**src/rtl/cser_pkg.sv**
```systemverilog
package cser_pkg;

  typedef enum logic [1:0] {
    WID_16    = 2'd0,
    WID_20    = 2'd1,
    WID_24    = 2'd2,
    WID_24ALT = 2'd3
  } wid_e;

  // number of result bits kept at the top of each subframe
  function automatic logic [7:0] wid_bits(wid_e w);
    case (w)
      WID_16:  return 8'd16;
      WID_20:  return 8'd20;
      default: return 8'd24;
    endcase
  endfunction

endpackage

```
**src/rtl/cser_hold.sv**
```systemverilog
module cser_hold
  import cser_pkg::*;
#(
  parameter int SMP_W = 24
) (
  input  logic             clk_i,
  input  logic             rst_ni,
  input  logic             valid_i,
  input  logic [SMP_W-1:0] left_i,
  input  logic [SMP_W-1:0] right_i,
  input  logic [1:0]       wid_i,
  output logic [SMP_W-1:0] left_o,
  output logic [SMP_W-1:0] right_o,
  output wid_e             wid_o
);

  always_ff @(posedge clk_i) begin
    if (!rst_ni) begin
      left_o  <= '0;
      right_o <= '0;
      wid_o   <= WID_24;
    end else if (valid_i) begin
      left_o  <= left_i;
      right_o <= right_i;
      wid_o   <= wid_e'(wid_i);
    end
  end


  hold_stable_chk: assert property (@(posedge clk_i) disable iff (!rst_ni)
    !valid_i |=> ($stable(left_o) && $stable(right_o) && $stable(wid_o)));

endmodule

```
**src/rtl/cser_pack.sv**
```systemverilog
module cser_pack
  import cser_pkg::*;
#(
  parameter int SMP_W = 24,
  parameter int SUB_W = 32
) (
  input  logic [SMP_W-1:0]   left_i,
  input  logic [SMP_W-1:0]   right_i,
  input  wid_e               wid_i,
  output logic [2*SUB_W-1:0] frame_o
);

  localparam int PAD_W = SUB_W - SMP_W;

  logic [SMP_W-1:0] smp [2];
  logic [7:0]       keep_n;

  assign smp[0] = left_i;
  assign smp[1] = right_i;
  assign keep_n = wid_bits(wid_i);

  for (genvar ch = 0; ch < 2; ch++) begin : g_ch
    logic [SUB_W-1:0] raw;
    logic [SUB_W-1:0] sub;

    if (PAD_W > 0) begin : g_pad
      assign raw = {smp[ch], {PAD_W{1'b0}}};
    end else begin : g_nopad
      assign raw = smp[ch][SMP_W-1 -: SUB_W];
    end

    // keep a bit only if it lies within the top keep_n positions
    for (genvar b = 0; b < SUB_W; b++) begin : g_bit
      assign sub[b] = raw[b] & (8'(SUB_W - b) <= keep_n);
    end

    // channel 0 (left) occupies the upper half, sent first
    assign frame_o[(2-ch)*SUB_W-1 -: SUB_W] = sub;
  end


  always_comb begin
    if (wid_i == WID_16) begin
      pad16_chk: assert (frame_o[15:0] == '0 && frame_o[SUB_W+15:SUB_W] == '0);
    end
  end

endmodule

```
**src/rtl/cser_shift.sv**
```systemverilog
module cser_shift #(
  parameter int FRM_W = 64
) (
  input  logic             clk_i,
  input  logic             rst_ni,
  input  logic             fsync_i,
  input  logic             casc_en_i,
  input  logic             sdin_i,
  input  logic [FRM_W-1:0] frame_i,
  output logic             sdout_o
);

  logic             fs_d;
  logic             load_q;
  logic             sdin_q;
  logic [FRM_W-1:0] sreg;

  // rising edge: sample frame sync and upstream data
  always_ff @(posedge clk_i) begin
    if (!rst_ni) begin
      fs_d   <= 1'b0;
      load_q <= 1'b0;
      sdin_q <= 1'b0;
    end else begin
      fs_d   <= fsync_i;
      load_q <= fsync_i & ~fs_d;
      sdin_q <= casc_en_i & sdin_i;
    end
  end

  // falling edge: load or shift the output register
  always_ff @(negedge clk_i) begin
    if (!rst_ni) begin
      sreg <= '0;
    end else if (load_q) begin
      sreg <= frame_i;
    end else begin
      sreg <= {sreg[FRM_W-2:0], sdin_q};
    end
  end

  assign sdout_o = sreg[FRM_W-1];


  load_chk: assert property (@(negedge clk_i) disable iff (!rst_ni)
    load_q |=> (sreg == $past(frame_i)));


  shift_chk: assert property (@(negedge clk_i) disable iff (!rst_ni)
    !load_q |=> (sreg[FRM_W-1:1] == $past(sreg[FRM_W-2:0])));


  casc_zero_chk: assert property (@(posedge clk_i) disable iff (!rst_ni)
    !casc_en_i |=> !sdin_q);


  single_load_chk: assert property (@(posedge clk_i) disable iff (!rst_ni)
    (fsync_i && fs_d) |=> !load_q);

endmodule

```
**src/rtl/cascade_serializer.sv**
```systemverilog
module cascade_serializer
  import cser_pkg::*;
#(
  parameter int SMP_W = 24,
  parameter int SUB_W = 32
) (
  input  logic             clk_i,
  input  logic             rst_ni,
  input  logic             smp_valid_i,
  input  logic [SMP_W-1:0] smp_left_i,
  input  logic [SMP_W-1:0] smp_right_i,
  input  logic [1:0]       smp_wid_i,
  input  logic             fsync_i,
  input  logic             casc_en_i,
  input  logic             sdin_i,
  output logic             sdout_o
);

  localparam int FRM_W = 2 * SUB_W;

  logic [SMP_W-1:0] hold_l;
  logic [SMP_W-1:0] hold_r;
  wid_e             hold_w;
  logic [FRM_W-1:0] frame;

  cser_hold #(.SMP_W(SMP_W)) u_hold (
    .clk_i   (clk_i),
    .rst_ni  (rst_ni),
    .valid_i (smp_valid_i),
    .left_i  (smp_left_i),
    .right_i (smp_right_i),
    .wid_i   (smp_wid_i),
    .left_o  (hold_l),
    .right_o (hold_r),
    .wid_o   (hold_w)
  );

  cser_pack #(.SMP_W(SMP_W), .SUB_W(SUB_W)) u_pack (
    .left_i  (hold_l),
    .right_i (hold_r),
    .wid_i   (hold_w),
    .frame_o (frame)
  );

  cser_shift #(.FRM_W(FRM_W)) u_shift (
    .clk_i     (clk_i),
    .rst_ni    (rst_ni),
    .fsync_i   (fsync_i),
    .casc_en_i (casc_en_i),
    .sdin_i    (sdin_i),
    .frame_i   (frame),
    .sdout_o   (sdout_o)
  );

endmodule

```
**config.mk**
```make
export PLATFORM = sky130hd
export DESIGN_NAME = cascade_serializer
export DESIGN_NICKNAME = d
export VERILOG_FILES = /design/src/rtl/cser_pkg.sv /design/src/rtl/cser_hold.sv /design/src/rtl/cser_pack.sv /design/src/rtl/cser_shift.sv /design/src/rtl/cascade_serializer.sv
export SDC_FILE = /design/constraint.sdc
export NUM_CORES = 1
export LEC_CHECK = 0
export BUFFER_PORTS_ARGS = -buffer_cell sky130_fd_sc_hd__buf_2
export CAP_MARGIN = 15
export CORE_MARGIN = 3
export CORE_UTILIZATION = 55
export CTS_CLUSTER_DIAMETER = 150
export DETAILED_ROUTE_END_ITERATION = 10
export GPL_TIMING_DRIVEN = 0
export PLACE_DENSITY = 0.77
export SETUP_SLACK_MARGIN = 0.15
export SYNTH_ARGS = -nofsm -noshare
export SYNTH_HDL_FRONTEND = slang
export SYNTH_SLANG_ARGS = --single-unit
```
**constraint.sdc**
```tcl
create_clock -name clk_i -period 2.3 [get_ports clk_i]
set_clock_uncertainty 0.1 [all_clocks]
set_input_delay 0.46 -clock clk_i [delete_from_list [all_inputs] [get_ports clk_i]]
set_output_delay 0.46 -clock clk_i [all_outputs]
set_load 0.01 [all_outputs]
```
==> summary.md <==
| Metric | Value |
|---|---|
| Status | finished with violations |
| Failing checks | setup timing |
| Synth Register Bits | 117 |
| DR DRC count | 0 |
| CTS sink count | 117 |
| Post-synth EDFFs | 0 |
| Die Area | 0.00890 mm² |
| Relative slew slack | 0.677 |
| Global-route wire length before repair | 18.6 mm |
| Worst vdd ir | 756 µV |
| Place WS | -270 ps |
| Final setup violating endpoints | 58 |
| Die Span X | 94.4 µm |
| Layout cells sized above 1 | 0.333 |
| Syn Area/Cell | 11.4 µm² |
| Leading area contributor after synthesis | dfxtp_1 |
| DR vias | 3375 |
| Ys async rst share | 0 |
| R2R cell count | 6 |
| GRT Overall Usage | 0.282 |
| Drt total wl | 13.2 mm |
| Total power | 5.80 mW |
| Unrepaired setup endpoints after global routing | yes |
| Num ports | 57 |
| CTS buffer count | 17 |
| Top cells by area, synth | dfxtp_1, mux2i_1, nor2b_1 |
| CP Capture Type | primary output |
| CP Data Required Time | 1740 ps |
| Final antenna-violating net count | 0 |
| Worst path slowest cell | dfxtp_2 |
| Die height | 94.4 µm |
| IO Port Bufs | 55 |
| Post-cts hold buffer count | 0 |
| Synth Warn # | 0 |
| Yosys top cell area share | 0.545 |
| Cells after Synth | 378 |
| Utilization after layout | 0.860 |
| CTS H-tree lvls | 4 |
| Most common cell in the netlist | dfxtp_1 |
| Maximum clock path buffer count | 2 |
| Worst reg2reg setup slack | -210 ps |
| Worst setup margin | -364 ps |
| Vias in the first global route | 3528 |
| Post-Syn Nets | 434 |
| Slowest cell delay on critical path | 330 ps |
| Hold worst-path end | u_shift.sdin_q |
| Pins over their slew limit | 0 |
| Power Density | 911 mW/mm² |
| Avg WL per Cell | 20.4 µm |
| TritonCTS clock tree | built |
| Clock transition at path regs | 70 ps |
| Hold depth | 2 |
| Hold Fails Final Rpt | 0 |
| Top_reg_cell synth | dfxtp_1 |
| Worst-Skew Late Latency | 520 ps |
| Overflow after GRT | 0 |
| Root buf cell | clkbuf_8 |
| GP Congestion | 0.757 |
| Maximum number of pins on one net before global-route repair | 17 |
| Crit Path Class | flip-flop to primary output |
| Max Cap Viol | 0 |
| R2r startpoint | u_shift.load_q |
| Initial DRC count | 153 |
| Leak | 2.84 nW |
| Netlist cell types | 17 |
| Fin nets | 593 |
| Cell Area, Placed | 0.00477 mm² |
| Initial antenna violation count | 1 |
| WP data arrival | 2100 ps |
| Mapped Area | 0.00429 mm² |
| Worst hold slack | 75.2 ps |
| CP bufs+invs | 1 |
| P&R area growth vs syn | 48.4% |
| Worst Path Max Fanout | 1 |
| HPWL Detailed | 5.34 mm |
| Critical hold path startpoint | sdin_i |
| Initial core utilization | 0.580 |
| 1st-pass router iterations | 4 |
| CP delay by family, top | flip-flops |
| Crit-path cells | buf_6 |
| Post-layout instance area | 0.00637 mm² |
| Via density | 5.19 |
| R2r endpoint | u_shift.sreg[12] |
| Slew at the pin closest to its max-slew limit | 484 ps |
| Register area share after synthesis | 0.545 |
| Core Box Area | 0.00741 mm² |
| Row cnt | 31 |
| Worst hold path type | input port to flip-flop |
| Worst setup SP type | flip-flop |
| Synth top cells by count | dfxtp_1, mux2i_1, nor2b_1, and2_1, nand2b_1 |
==> power by group <==
| part | internal, mW | switching, mW |
|---|---|---|
| clock | 1.82 | 1.35 |
| sequential | 2.11 | 0.0508 |
| combinational | 0.273 | 0.205 |
| total | 4.20 | 1.60 |
==> area by class of cell <==
cell class	instances	area [µm²]
Antenna cell	1	2.50
Buffer	28	302
Clock buffer	25	508
Clock inverter	71	310
Fill cell	305	1040
Multi-Input combinational cell	232	2100
Sequential cell	117	2350
Tap cell	99	124
Timing Repair Buffer	77	676
==> timing repair <==
item                                    in CTS  in global routing
resized for setup                           82                 38
pin swaps                                   19                  9
cloned                                       9                  0
buffers inserted                            11                  2
endpoints found under the setup margin      58                 65
==> flip-flops by register name, indices dropped and copies added (netlist names) <==
| register | cells |
|---|---|
| u_hold.left_o | 24 |
| u_shift.sreg | 64 |
| u_shift.fs_d | 1 |
| u_hold.right_o | 24 |
| u_shift.sdin_q | 1 |
| u_shift.load_q | 1 |
| u_hold.wid_o | 2 |
==> logic make-up after synthesis <==
| group | synth area share |
|---|---|
| buffers and inverters | 0.0405 |
| flip-flops | 0.545 |
| multiplexers | 0.191 |
| AO/OA/AOI/OAI | 0.0420 |
| AND/OR/NAND/NOR | 0.181 |
==> layout by cell type (no fill, tap or decap), types with 5 or more instances in the layout <==
cell type and n:
nor2b_1 79, inv_1 66, o211ai_1 8, clkbuf_16 19, buf_2 56, buf_6 12
mux2i_1 72, dfxtp_1 115, buf_4 6, buf_8 6, nand2b_4 11, a21boi_1 6
clkbuf_1 9, clkbuf_8 6, and2_4 13, nand2b_1 5, a21boi_2 9, buf_12 7
buf_16 7, mux2i_4 6
==> layer usage <==
metal  global-route usage  routed length, µm  share of wire
met2                0.493               6950           0.52
met1                0.325               5180           0.39
met5                    0                  0              0
met4                0.107                491          0.037
met3               0.0853                617          0.047
==> metrics by stage <==
stage / std cells / TNS (ps)
3_5_place_dp: 532 / -6050
3_3_place_gp: 532 / -5560
6_report: 650 / -5750
5_1_grt: 650 / -7610
4_1_cts: 647 / -5140
2_1_floorplan: 378 / 0
==> how the worst max path moves through the flow <==
stage / end / startpoint / slack [ps] / depth (start not counted)
global placement: u_shift.sreg[47] / rst_ni / -300 / 4
CTS: sdout_o / u_shift.sreg[63] / -350 / 1
global route: sdout_o / u_shift.sreg[63] / -380 / 1
floorplan: u_shift.sreg[0] / rst_ni / 30 / 3
finish: sdout_o / u_shift.sreg[63] / -360 / 1
detailed placement: u_shift.sreg[47] / rst_ni / -270 / 4
(Power assumes the default switching activity.)
